File: config.mk
export PLATFORM = sky130hd
export DESIGN_NAME = wdog_timer
export DESIGN_NICKNAME = d
export VERILOG_FILES = /design/src/rtl/wd_pkg.sv /design/src/rtl/wd_regs.sv /design/src/rtl/wd_divider.sv /design/src/rtl/wd_counter.sv /design/src/rtl/wd_pulse.sv /design/src/rtl/wdog_timer.sv
export SDC_FILE = /design/constraint.sdc
export NUM_CORES = 1
export LEC_CHECK = 0
export ABC_AREA = 0
export BUFFER_PORTS_ARGS = -buffer_cell sky130_fd_sc_hd__buf_4
export CAP_MARGIN = 10
export CORE_AREA = 8 8 114 116
export CTS_CLUSTER_DIAMETER = 50
export DETAILED_ROUTE_END_ITERATION = 10
export DIE_AREA = 0 0 122 124
export HOLD_SLACK_MARGIN = 0.06
export MAX_ROUTING_LAYER = met4
export PLACE_DENSITY_LB_ADDON = 0.3
export REMOVE_ABC_BUFFERS = 1
export SETUP_SLACK_MARGIN = 0.5
export SLEW_MARGIN = 30
export SYNTH_ARGS = -nofsm -noshare
export SYNTH_HDL_FRONTEND = slang
export SYNTH_HIERARCHICAL = 1
export SYNTH_SLANG_ARGS = --single-unit
File: constraint.sdc
create_clock -name clk_i -period 7.3 [get_ports clk_i]
set_input_delay 0.365 -clock clk_i [delete_from_list [all_inputs] [get_ports clk_i]]
set_output_delay 0.365 -clock clk_i [all_outputs]
set_load 0.01 [all_outputs]
File: src/rtl/wd_pkg.sv
package wd_pkg;
  localparam int REG_W       = 32;
  localparam int ADDR_W      = 2;
  localparam int PRE_W       = 8;
  localparam int SEL_W       = 2;
  localparam int DIV_LOG_MIN = 4;

  localparam int RUN_BIT   = 0;
  localparam int PERMIT_BIT = 1;
  localparam int SEL_LSB   = 2;
  localparam int PRE_LSB   = 8;

  localparam logic [ADDR_W-1:0] IDX_CTRL   = 2'd0;
  localparam logic [ADDR_W-1:0] IDX_RELOAD = 2'd1;
  localparam logic [ADDR_W-1:0] IDX_COUNT  = 2'd2;

  typedef struct packed {
    logic [PRE_W-1:0] pre;
    logic [SEL_W-1:0] sel;
    logic             permit;
    logic             run;
  } ctrl_t;

  function automatic logic [REG_W-1:0] ctrl_pack(input ctrl_t c);
    logic [REG_W-1:0] w;
    w = '0;
    w[RUN_BIT]                   = c.run;
    w[PERMIT_BIT]                = c.permit;
    w[SEL_LSB +: SEL_W]          = c.sel;
    w[PRE_LSB +: PRE_W]          = c.pre;
    return w;
  endfunction

  function automatic ctrl_t ctrl_unpack(input logic [REG_W-1:0] w);
    ctrl_t c;
    c.run    = w[RUN_BIT];
    c.permit = w[PERMIT_BIT];
    c.sel    = w[SEL_LSB +: SEL_W];
    c.pre    = w[PRE_LSB +: PRE_W];
    return c;
  endfunction
endpackage

File: src/rtl/wd_regs.sv
module wd_regs
  import wd_pkg::*;
#(
  parameter int CNT_W   = 16,
  parameter int RST_VAL = 32768
) (
  input  logic              clk,
  input  logic              rst_n,
  input  logic              wr,
  input  logic [ADDR_W-1:0] addr,
  input  logic [REG_W-1:0]  wdata,
  input  logic [CNT_W-1:0]  cnt_live,
  output ctrl_t             ctrl,
  output logic [CNT_W-1:0]  reload,
  output logic              cnt_ld,
  output logic [CNT_W-1:0]  cnt_ld_val,
  output logic [REG_W-1:0]  rdata
);
  ctrl_t            ctrl_q, ctrl_d;
  logic [CNT_W-1:0] reload_q, reload_d;
  logic             ctrl_we, reload_we;

  always_comb begin
    ctrl_we   = wr && (addr == IDX_CTRL);
    reload_we = wr && (addr == IDX_RELOAD) && !ctrl_q.run;
    ctrl_d    = ctrl_we   ? ctrl_unpack(wdata) : ctrl_q;
    reload_d  = reload_we ? wdata[CNT_W-1:0]   : reload_q;
  end

  always_ff @(posedge clk or negedge rst_n) begin
    if (!rst_n) begin
      ctrl_q.run    <= 1'b0;
      ctrl_q.permit <= 1'b0;
      ctrl_q.sel    <= '0;
      ctrl_q.pre    <= '1;
      reload_q      <= CNT_W'(RST_VAL);
    end else begin
      ctrl_q   <= ctrl_d;
      reload_q <= reload_d;
    end
  end

  always_comb begin
    unique case (addr)
      IDX_CTRL:   rdata = ctrl_pack(ctrl_q);
      IDX_RELOAD: rdata = REG_W'(reload_q);
      IDX_COUNT:  rdata = REG_W'(cnt_live);
      default:    rdata = '0;
    endcase
  end

  assign ctrl       = ctrl_q;
  assign reload     = reload_q;
  assign cnt_ld     = wr && (addr == IDX_COUNT);
  assign cnt_ld_val = wdata[CNT_W-1:0];
endmodule

File: src/rtl/wd_divider.sv
module wd_divider
  import wd_pkg::*;
(
  input  logic             clk,
  input  logic             rst_n,
  input  logic             run,
  input  logic [PRE_W-1:0] pre,
  input  logic [SEL_W-1:0] sel,
  output logic             tick
);
  localparam int DW   = DIV_LOG_MIN + (1 << SEL_W) - 1;
  localparam int SH_W = $clog2(DIV_LOG_MIN + (1 << SEL_W));

  logic [PRE_W-1:0] pc_q, pc_d;
  logic [DW-1:0]    dc_q, dc_d;
  logic [DW:0]      lim_full;
  logic [DW-1:0]    dlim;
  logic [SH_W-1:0]  shamt;
  logic             pre_hit;

  always_comb begin
    shamt    = SH_W'(DIV_LOG_MIN) + SH_W'(sel);
    lim_full = ((DW+1)'(1) << shamt) - (DW+1)'(1);
    dlim     = lim_full[DW-1:0];
    pre_hit  = run && (pc_q == pre);
    tick     = pre_hit && (dc_q == dlim);

    if (!run)         pc_d = '0;
    else if (pre_hit) pc_d = '0;
    else              pc_d = pc_q + PRE_W'(1);

    if (!run)         dc_d = '0;
    else if (tick)    dc_d = '0;
    else if (pre_hit) dc_d = dc_q + DW'(1);
    else              dc_d = dc_q;
  end

  always_ff @(posedge clk or negedge rst_n) begin
    if (!rst_n) begin
      pc_q <= '0;
      dc_q <= '0;
    end else begin
      pc_q <= pc_d;
      dc_q <= dc_d;
    end
  end
endmodule

File: src/rtl/wd_counter.sv
module wd_counter #(
  parameter int CNT_W   = 16,
  parameter int RST_VAL = 32768
) (
  input  logic             clk,
  input  logic             rst_n,
  input  logic             tick,
  input  logic             ld,
  input  logic [CNT_W-1:0] ld_val,
  input  logic [CNT_W-1:0] reload,
  output logic [CNT_W-1:0] cnt,
  output logic             expire
);
  logic [CNT_W-1:0] cnt_q, cnt_d;

  always_comb begin
    cnt_d  = cnt_q;
    expire = 1'b0;
    if (ld) begin
      cnt_d = ld_val;
    end else if (tick) begin
      if (cnt_q == '0) begin
        cnt_d  = reload;
        expire = 1'b1;
      end else begin
        cnt_d = cnt_q - CNT_W'(1);
      end
    end
  end

  always_ff @(posedge clk or negedge rst_n) begin
    if (!rst_n) cnt_q <= CNT_W'(RST_VAL);
    else        cnt_q <= cnt_d;
  end

  assign cnt = cnt_q;
endmodule

File: src/rtl/wd_pulse.sv
module wd_pulse #(
  parameter int RST_CYCLES = 128
) (
  input  logic clk,
  input  logic rst_n,
  input  logic trig,
  output logic pulse
);
  localparam int PW = $clog2(RST_CYCLES + 1);

  logic [PW-1:0] left_q, left_d;

  always_comb begin
    if (trig)               left_d = PW'(RST_CYCLES);
    else if (left_q != '0)  left_d = left_q - PW'(1);
    else                    left_d = left_q;
  end

  always_ff @(posedge clk or negedge rst_n) begin
    if (!rst_n) left_q <= '0;
    else        left_q <= left_d;
  end

  assign pulse = (left_q != '0);
endmodule

File: src/rtl/wdog_timer.sv
module wdog_timer
  import wd_pkg::*;
#(
  parameter int CNT_W      = 16,
  parameter int CNT_RST    = 32768,
  parameter int RST_CYCLES = 128
) (
  input  logic              clk_i,
  input  logic              rst_ni,
  input  logic              reg_wr_i,
  input  logic [ADDR_W-1:0] reg_addr_i,
  input  logic [REG_W-1:0]  reg_wdata_i,
  output logic [REG_W-1:0]  reg_rdata_o,
  output logic              sys_rst_o
);
  ctrl_t            ctrl_s;
  logic [CNT_W-1:0] reload_s;
  logic [CNT_W-1:0] cnt_s;
  logic [CNT_W-1:0] ld_val_s;
  logic             ld_s;
  logic             tick_s;
  logic             expire_s;
  logic             run_s;
  logic             permit_s;
  logic             reload_try_s;
  logic             unused_wdata;

  assign run_s        = ctrl_s.run;
  assign permit_s     = ctrl_s.permit;
  assign reload_try_s = reg_wr_i && (reg_addr_i == IDX_RELOAD);
  assign unused_wdata = ^{reg_wdata_i[REG_W-1:PRE_LSB+PRE_W],
                          reg_wdata_i[PRE_LSB-1:SEL_LSB+SEL_W]};

  wd_regs #(.CNT_W(CNT_W), .RST_VAL(CNT_RST)) u_regs (
    .clk        (clk_i),
    .rst_n      (rst_ni),
    .wr         (reg_wr_i),
    .addr       (reg_addr_i),
    .wdata      (reg_wdata_i),
    .cnt_live   (cnt_s),
    .ctrl       (ctrl_s),
    .reload     (reload_s),
    .cnt_ld     (ld_s),
    .cnt_ld_val (ld_val_s),
    .rdata      (reg_rdata_o)
  );

  wd_divider u_div (
    .clk   (clk_i),
    .rst_n (rst_ni),
    .run   (run_s),
    .pre   (ctrl_s.pre),
    .sel   (ctrl_s.sel),
    .tick  (tick_s)
  );

  wd_counter #(.CNT_W(CNT_W), .RST_VAL(CNT_RST)) u_cnt (
    .clk    (clk_i),
    .rst_n  (rst_ni),
    .tick   (tick_s),
    .ld     (ld_s),
    .ld_val (ld_val_s),
    .reload (reload_s),
    .cnt    (cnt_s),
    .expire (expire_s)
  );

  wd_pulse #(.RST_CYCLES(RST_CYCLES)) u_pulse (
    .clk   (clk_i),
    .rst_n (rst_ni),
    .trig  (expire_s && permit_s),
    .pulse (sys_rst_o)
  );
endmodule

==> results of run 1 <==
how the worst max path moves through the flow:
stage                    start                 to  slack (ns)  depth (start not counted)
2_1_floorplan   u_regs/ctrl[3]  u_pulse/left_q[0]        3.50                          7
3_3_place_gp    u_regs/ctrl[6]  u_pulse/left_q[0]        4.28                          9
3_5_place_dp   u_regs/ctrl[11]  u_pulse/left_q[0]        4.31                          9
4_1_cts        u_regs/ctrl[11]  u_pulse/left_q[0]        4.25                          9
5_1_grt        u_regs/ctrl[11]  u_pulse/left_q[0]        4.04                          9
6_report       u_regs/ctrl[11]  u_pulse/left_q[0]        4.28                          9
metal layers:
layer	wire, um	global-route usage
met1	4620	0.1715
met3	294	0.01859
met2	5434	0.2549
met5	0	-
met4	204	0.06708
Yosys cell counts (8+ instances only):
cell type,count,area share
dfrtp_1,57,0.33
buf_4,33,0.058
o21ai_0,29,0.034
a21oi_1,27,0.032
xnor2_1,20,0.041
mux2_2,18,0.047
mux2i_1,18,0.042
nand2_1,14,0.012
nor3b_1,12,0.021
o2bb2ai_1,12,0.025
inv_1,11,0.0097
nor3_1,11,0.013
dfstp_2,10,0.061
mux2_1,10,0.026
nand3_1,10,0.012
nor2_1,10,0.0088
and3_1,8,0.012
buf_2,8,0.0094
or4_1,8,0.014
sequential cells by signal (all words and copies together) (netlist names):
name	count
u_cnt/cnt	16
u_div/dc_q	7
u_div/pc_q	8
u_pulse/left_q	8
u_regs/ctrl	12
u_regs/reload	16
cells by family after synthesis:
logic type / Yosys count
and+or+nand+nor: 117
AOI/OAI and AO/OA: 102
DFF: 67
buffers and inverters: 63
muxes: 46
xor gates and xnor gates: 24
adders and majority gates: 6
other: 1
metrics by stage:
step / hold slack [ns] / cell area (um2) / utilization / cells
after CTS: 0.1877 / 4767 / 0.4266 / 588
after global routing: 0.2785 / 4805 / 0.4300 / 590
after detailed placement: 0.5040 / 4494 / 0.4022 / 573
final: 0.2635 / 4805 / 0.4300 / 590
after floorplan: 0.06941 / 3980 / - / 389
after global placement: 0.4917 / 4488 / 0.4016 / 573
placed cells by master, fill, tap and decap left out, types with 12 or more instances in the layout:
master / n
buf_4: 41
xnor2_1: 20
o21ai_0: 29
o2bb2ai_1: 12
nand2_1: 14
nor3b_1: 12
conb_1: 16
dfrtp_1: 57
mux2_2: 18
a21oi_1: 27
mux2i_1: 18
cell type report:
| cell class | count | area [um2] | share of cell area |
|---|---|---|---|
| clock buffer | 13 | 260.3 | 0.05417 |
| clock inverter | 2 | 12.51 | 0.002604 |
| inverter | 11 | 41.29 | 0.008594 |
| timing repair buffer | 43 | 345.3 | 0.07187 |
| multi-input combinational | 311 | 2277 | 0.4740 |
| sequential | 67 | 1689 | 0.3516 |
| tap | 143 | 178.9 | 0.03724 |
power by group:
| part | internal (mW) | switching, mW | total, mW |
|---|---|---|---|
| logic | 0.129 | 0.125 | 0.254 |
| clock network | 0.246 | 0.156 | 0.402 |
| registers | 0.442 | 0.0749 | 0.517 |
what timing repair did:
action / CTS / global route
setup endpoints to repair: 0 / 0
hold endpoints to repair: 0 / 19
hold buffers: 0 / 1
==> results.sh, run 1 <==
export IMPL_peakVddDrop_mv=0.1420
export IMPL_tightest_slew_ns=0.9234
export IMPL_synth_compound_area_share=0.1527
export IMPL_period_needed_ns=3.021
export IMPL_synth_seq_cells=67
export IMPL_arrival_ns=3.22
export IMPL_reg2reg_from="u_regs/ctrl[11]"
export IMPL_ff2ff_path_depth=9
export IMPL_syn2layout_area_growth_pct=12.35
export IMPL_drc=0
export IMPL_slew_viol_final=0
export IMPL_power_density_nw_per_um2=244.1
export IMPL_crit_fanout=21
export IMPL_postCtsSetupBuffers=0
export IMPL_numClockSinks=67
export IMPL_grt_first_pass_wirelength_um=17360
export IMPL_wire_per_inst_um=17.88
export IMPL_start_util=0.3827
export IMPL_synth_edf_count=0
export IMPL_vias=3297
export IMPL_clk_pin_slew_ns=0.06
export IMPL_crit_buf_inv=1
export IMPL_routed_wirelength_um=10550
export IMPL_antenna_cells=0
export IMPL_grt_pass1_vias=3432
export IMPL_setup_violations=0
export IMPL_grt_max_degree=68
export IMPL_holdPathEnd="u_regs/reload[4]"
export IMPL_dieHeight_um=124
export IMPL_period_share=0.4138
export IMPL_drtPass1Iterations=6
export IMPL_worstPathRequired_ns=7.50
export IMPL_viasPerCell=5.588
export IMPL_path_cells="xnor2_1 -> and4_1 -> nand2_1 -> nor4_2 -> buf_4 -> nand2_1 -> nor3_1 -> and2_1 -> nor3_1"
export IMPL_hold_path_startpoint="reg_wdata_i[4]"
export IMPL_hold_viol_final=0
export IMPL_holdPathStages=2
export IMPL_tns_ns=0
export IMPL_syn_instance_count=426
export IMPL_critical_path_startpoint_type="flip-flop"
export IMPL_cts_htree_levels=3
export IMPL_p_leak_nw=1.940
export IMPL_max_stage_delay_ns=0.55
export IMPL_pre_cts_slack_ns=4.306
export IMPL_antenna_found_initial=0
export IMPL_nets=486
export IMPL_critPathSlowestCell="dfstp_2"
export IMPL_rsz0062_at_grt="false"
export IMPL_dieArea_um2=15130
export IMPL_hold_path_class="in -> reg"
export IMPL_core_area_um2=11170
export IMPL_drt_initial_drc_count=96
export IMPL_ant_nets=0
export IMPL_grt_overflow_total=0
export IMPL_synth_fa_ha_area_frac=0.01755
export IMPL_yosys_area_share_simple=0.1750
export IMPL_boundaryPins=70
export IMPL_fmax_mhz=331.1
export IMPL_rows=39
export IMPL_netlist_area_um2=4277
export IMPL_timing_rr_end="u_pulse/left_q[0]"
export IMPL_dp_hpwl_um=7334
export IMPL_postSynthAreaPerCell_um2=10.04
export IMPL_cts_resized=0
export IMPL_async_flop_share=1.000
export IMPL_final_layout_size_suffix_gt1_frac=0.2125
export IMPL_ys_warnings_count=6
export IMPL_yosysSeqAreaShare=0.3950
export IMPL_fin_skew_ns=0.006344
export IMPL_numCtsBuffers=9
export IMPL_crit_family="simple AND/OR/NAND/NOR gates"
export IMPL_rrSetupSlack_ns=4.28
export IMPL_synth_distinct_cells=64
export IMPL_status="finished clean"
export IMPL_final_setup_worst_slack_ns=4.279
export IMPL_p_total_mw=1.173
export IMPL_synth_xor_area_frac=0.05091
export IMPL_dieWidth_um=122
export IMPL_insertion_delay_ns=0.33
export IMPL_portBuffers=37
export IMPL_fillers=1060
export IMPL_synth_top_family_by_area="simple AND/OR/NAND/NOR gates"
export IMPL_cts_tree="done"
export IMPL_clock_root_buffer="clkbuf_16"
export IMPL_ys_flop_type="dfrtp_1"
export IMPL_synth_mux_area_frac=0.1159
export IMPL_cts_buffer_depth=2
export IMPL_finalWeightedCongestion=0.8306
export IMPL_end_kind="flip-flop"
export IMPL_grtUsageTotal=0.1487
export IMPL_drv_cap=0
export IMPL_relSlewSlack=0.3793
export IMPL_critPathKind="reg -> reg"
Note: power is estimated with default switching activity, not from simulation.
==> inputs of run 2 (changes only) <==
==> constraint.sdc (replaced) <==
create_clock -name clk_i -period 3.03 [get_ports clk_i]
set_input_delay 0.1515 -clock clk_i [delete_from_list [all_inputs] [get_ports clk_i]]
set_output_delay 0.1515 -clock clk_i [all_outputs]
set_load 0.01 [all_outputs]
==> run 2 against run 1 <==
Against the previous run: non-clock buffer count increased by 17; setup slack got worse by 3.7 ns; critical path type unchanged; sequential power increased by 140%; largest cell class unchanged; largest power group unchanged.
==> results.sh, run 2 (synthesis results as in run 1) <==
export IMPL_dieArea_um2=15130
export IMPL_final_common_cell="dfrtp_1"
export IMPL_rsz0062_at_grt="false"
export IMPL_drc=0
export IMPL_fmax_mhz=414.2
export IMPL_relSlewSlack=0.5786
export IMPL_endpoint="u_cnt/cnt[15]"
export IMPL_grt_max_degree=68
export IMPL_grt_first_pass_wirelength_um=17390
export IMPL_viasPerCell=5.505
export IMPL_start_util=0.3827
export IMPL_drt_initial_drc_count=109
export IMPL_final_cells=608
export IMPL_worstPathRequired_ns=3.29
export IMPL_rows=39
export IMPL_drv_cap=0
export IMPL_fin_util=0.4455
export IMPL_fin_skew_ns=0.006788
export IMPL_ant_nets=0
export IMPL_numPlacedInstances=581
export IMPL_finalWeightedCongestion=0.8876
export IMPL_grt_pass1_vias=3506
export IMPL_power_density_nw_per_um2=567.3
export IMPL_antenna_found_initial=0
export IMPL_period_share=0.7968
export IMPL_cts_tree="done"
export IMPL_critPathKind="reg -> reg"
export IMPL_final_layout_size_suffix_gt1_frac=0.2538
export IMPL_status="finished clean"
export IMPL_dieWidth_um=122
export IMPL_cts_buffer_depth=2
export IMPL_rrSetupSlack_ns=0.62
export IMPL_nets=503
export IMPL_numClockSinks=67
export IMPL_insertion_delay_ns=0.33
export IMPL_vias=3347
export IMPL_core_area_um2=11170
export IMPL_grtUsageTotal=0.1494
export IMPL_end_kind="flip-flop"
export IMPL_hold_viol_final=0
export IMPL_portBuffers=37
export IMPL_clock_root_buffer="clkbuf_16"
export IMPL_crit_fanout=11
export IMPL_ff2ff_path_depth=10
export IMPL_routed_wirelength_um=10840
export IMPL_peakVddDrop_mv=0.3018
export IMPL_boundaryPins=70
export IMPL_period_needed_ns=2.414
export IMPL_cp_startpoint="u_regs/ctrl[4]"
export IMPL_cts_htree_levels=3
export IMPL_tns_ns=0
export IMPL_clk_pin_slew_ns=0.06
export IMPL_timing_rr_end="u_cnt/cnt[15]"
export IMPL_numCtsBuffers=9
export IMPL_setup_violations=0
export IMPL_drtPass1Iterations=4
export IMPL_arrival_ns=2.67
export IMPL_dp_hpwl_um=7407
export IMPL_hold_path_class="in -> reg"
export IMPL_syn2layout_area_growth_pct=16.41
export IMPL_dieHeight_um=124
export IMPL_fin_hold_ws_ns=0.07039
export IMPL_tightest_slew_ns=0.6321
export IMPL_antenna_cells=0
export IMPL_slew_viol_final=0
export IMPL_wire_per_inst_um=17.83
export IMPL_final_cell_mix="dfrtp_1 (54), buf_4 (51), o21ai_0 (28), a21oi_1 (27), xnor2_1 (20)"
export IMPL_critical_path_startpoint_type="flip-flop"
export IMPL_grt_overflow_total=0
export IMPL_p_leak_nw=2.023
export IMPL_reg2reg_from="u_regs/ctrl[4]"
## run 2: changes by cell type in the layout (fill, tap and decap cells not counted), moves of 3 or more
cell           previous run  this run
dfrtp_2                   0         3
clkinv_2                  1         5
buf_4                    41        51
dlygate4sd3_1             1         6
or4_4                     0         3
dfrtp_1                  57        54
## run 2: final cells by class
type	instances	area, um2
Clock buffer	10	229.0
Clock inverter	6	32.53
Fill cell	1061	6196
Multi-Input combinational cell	311	2305
Sequential cell	67	1693
Timing Repair Buffer	60	499.2
Tap cell	143	178.9
Inverter	11	41.29
## run 2: critical path, cell delays in order (launching register included)
cell and delay (ns):
dfstp_2 0.56, xnor2_1 0.16, and4_4 0.32, nand2_2 0.13
nor4_4 0.37, buf_12 0.19, nand2_1 0.07, buf_4 0.19
a21oi_1 0.12, o21ai_0 0.10, o21ai_1 0.13
## run 2: worst min path at each step
stage	end	startpoint	depth (start not counted)	slack (ns)
floorplan	u_cnt/cnt[0]	rst_ni	0	-0.14
global placement	u_regs/reload[9]	rst_ni	1	0.33
detailed placement	u_regs/reload[9]	rst_ni	1	0.33
CTS	u_cnt/cnt[8]	reg_wdata_i[8]	3	0.06
global route	u_regs/reload[13]	reg_wdata_i[13]	2	0.06
finish	u_cnt/cnt[11]	reg_wdata_i[11]	3	0.07
## run 2: repair_timing
item / CTS / global route
setup buffers: 0 / 4
hold buffers: 6 / 0
pin swaps: 0 / 2
resized for setup: 3 / 11
cloned: 0 / 1
setup endpoints to repair: 12 / 14
endpoints found under the hold margin: 64 / 0
## run 2: per-stage QoR
stage | area (um2) | worst slack (ns) | power, mW
2_1_floorplan | 3980 | -0.7659 | 1.616
3_5_place_dp | 4561 | 0.3867 | 1.882
5_1_grt | 4979 | 0.5163 | 2.971
3_3_place_gp | 4561 | 0.4150 | 1.861
6_report | 4979 | 0.6156 | 2.824
4_1_cts | 4896 | 0.5226 | 2.828
## run 2: power by group
group	internal, mW	leakage (nW)	switching (mW)
registers	1.07	0.804	0.176
clock network	0.546	0.132	0.382
logic	0.332	1.09	0.323
## run 2: metal layers
layer	vias to the layer above	GRT usage	wire, um
met5	-	-	0
met4	0	0.04703	140
met3	14	0.02947	410
met2	79	0.2644	5673
met1	1643	0.1662	4619
li1	1611	-	-
==> inputs of run 3 (changes only) <==
==> constraint.sdc (replaced) <==
create_clock -name clk_i -period 2.41 [get_ports clk_i]
set_input_delay 0.1205 -clock clk_i [delete_from_list [all_inputs] [get_ports clk_i]]
set_output_delay 0.1205 -clock clk_i [all_outputs]
set_load 0.01 [all_outputs]
==> run 3 against run 2 <==
Against the previous run: non-clock buffer count increased by 51; fmax increased by 7.6%; core utilization increased by 5.6 points; final cell count increased by 8.4%; sequential power increased by 25%; sequential share of layout area decreased by 3.9 points; largest cell class unchanged.
==> results.sh, run 3 (synthesis results as in run 1) <==
export IMPL_final_layout_size_suffix_gt1_frac=0.3605
export IMPL_dp_hpwl_um=7725
export IMPL_drc=0
export IMPL_routed_wirelength_um=11560
export IMPL_drv_cap=0
export IMPL_dieHeight_um=124
export IMPL_grt_first_pass_wirelength_um=18510
export IMPL_crit_buf_inv=2
export IMPL_drt_initial_drc_count=154
export IMPL_power_density_nw_per_um2=694.9
export IMPL_hold_path_class="in -> async"
export IMPL_cp_startpoint="u_cnt/cnt[8]"
export IMPL_antenna_cells=0
export IMPL_critical_path_startpoint_type="flip-flop"
export IMPL_dieWidth_um=122
export IMPL_p_leak_nw=2.341
export IMPL_status="finished clean"
export IMPL_portBuffers=37
export IMPL_grt_max_degree=68
export IMPL_clockPowerShare=0.335
export IMPL_grtUsageTotal=0.1596
export IMPL_p_seq_frac=0.398
export IMPL_crit_family="simple AND/OR/NAND/NOR gates"
export IMPL_power_frac_comb=0.267
export IMPL_core_area_um2=11170
export IMPL_viasPerCell=5.461
export IMPL_rsz0062_at_grt="true"
export IMPL_fin_hold_ws_ns=0.2866
export IMPL_final_cell_mix="buf_4 (83), dfrtp_1 (56), a21oi_1 (23), mux2i_1 (18), mux2_2 (18)"
export IMPL_final_common_cell="buf_4"
export IMPL_fin_skew_ns=0.005015
export IMPL_cts_buffer_depth=2
export IMPL_max_stage_delay_ns=0.54
export IMPL_pre_cts_slack_ns=-0.1142
export IMPL_grt_overflow_total=0
export IMPL_nets=554
export IMPL_critPathSlowestCell="or4_4"
export IMPL_crit_fanout=7
export IMPL_boundaryPins=70
export IMPL_path_cells="or4_4 -> or4_4 -> buf_6 -> nor4_4 -> buf_6 -> mux2i_1 -> o21ai_1"
export IMPL_final_cells=659
export IMPL_period_needed_ns=2.243
export IMPL_period_share=0.9307
export IMPL_numPlacedInstances=599
export IMPL_fin_util=0.5018
export IMPL_vias=3599
export IMPL_slew_viol_final=0
export IMPL_cellInternalPower_mw=2.713
export IMPL_finalWeightedCongestion=0.8996
export IMPL_setup_violations=0
export IMPL_ant_nets=0
export IMPL_critPathKind="reg -> reg"
export IMPL_syn2layout_area_growth_pct=31.13
export IMPL_power_share_switching=0.3037
export IMPL_clock_root_buffer="clkbuf_16"
export IMPL_arrival_ns=2.45
export IMPL_dieArea_um2=15130
export IMPL_p_sw_mw=1.184
export IMPL_antenna_found_initial=0
export IMPL_cts_htree_levels=3
export IMPL_final_setup_worst_slack_ns=0.1670
export IMPL_wire_per_inst_um=17.54
export IMPL_final_cell_area_um2=5608
export IMPL_grt_pass1_vias=3749
export IMPL_reg2reg_from="u_cnt/cnt[8]"
export IMPL_start_util=0.3827
export IMPL_numClockSinks=67
export IMPL_end_kind="flip-flop"
export IMPL_insertion_delay_ns=0.33
export IMPL_drtPass1Iterations=4
export IMPL_tns_ns=0
export IMPL_numCtsBuffers=9
export IMPL_p_total_mw=3.897
export IMPL_hold_viol_final=0
export IMPL_worstPathRequired_ns=2.62
export IMPL_fmax_mhz=445.8
export IMPL_rows=39
export IMPL_cts_tree="done"
export IMPL_placed_area_um2=4683
export IMPL_clk_pin_slew_ns=0.05
export IMPL_peakVddDrop_mv=0.4185
==> run 3: cell types whose count changed in the layout (fill, tap and decap cells not counted), sizes merged <==
cell         change
clkbuf           +1
clkinvlp         +1
dlygate4sd3     +11
buf             +41
bufinv           +1
clkinv           -4
==> run 3: final cells by class <==
cell class / instances / area (um2)
clock inverter: 4 / 50.05
multi-input combinational: 311 / 2475
inverter: 11 / 41.29
fill: 1007 / 5567
clock buffer: 12 / 246.5
timing repair buffer: 111 / 925.9
sequential: 67 / 1690
tap: 143 / 178.9
==> run 3: final timing paths <==
| path | cells past startpoint | slack (ns) | end |
|---|---|---|---|
| setup / recovery | 7 | 0.17 | u_cnt/cnt[8] |
| hold / removal | 2 | 0.29 | u_regs/reload[9] |
| max in group asynchronous | 3 | 1.51 | u_cnt/cnt[15] |
| hold reg to reg | 1 | 0.52 | u_regs/reload[5] |
| min in group clk_i | 4 | 0.48 | u_cnt/cnt[13] |
| setup reg to reg | 7 | 0.17 | u_cnt/cnt[8] |
==> run 3: what timing repair did <==
item                                   in CTS  in global routing
gates resized for setup                    54                 18
pin swaps                                  13                  9
buffers inserted                           15                 10
setup endpoints to repair                  25                 26
endpoints found under the hold margin      95                  0
cloned                                      1                  0
hold buffers                               17                  0
==> run 3: layer usage <==
layer	wire (um)	share of wire	track usage
met5	0	0	-
met3	396	0.034	0.02811
met1	4906	0.42	0.1741
met4	210	0.018	0.05783
met2	6045	0.52	0.2860
==> run 3: power groups by stage <==
stage | combinational (mW) | sequential [mW] | clock [mW]
after floorplan | 0.526 | 1.51 | 0
final | 1.04 | 1.55 | 1.30
after detailed placement | 0.850 | 1.56 | 0
after global routing | 1.14 | 1.58 | 1.38
after global placement | 0.835 | 1.55 | 0
after CTS | 0.971 | 1.55 | 1.33
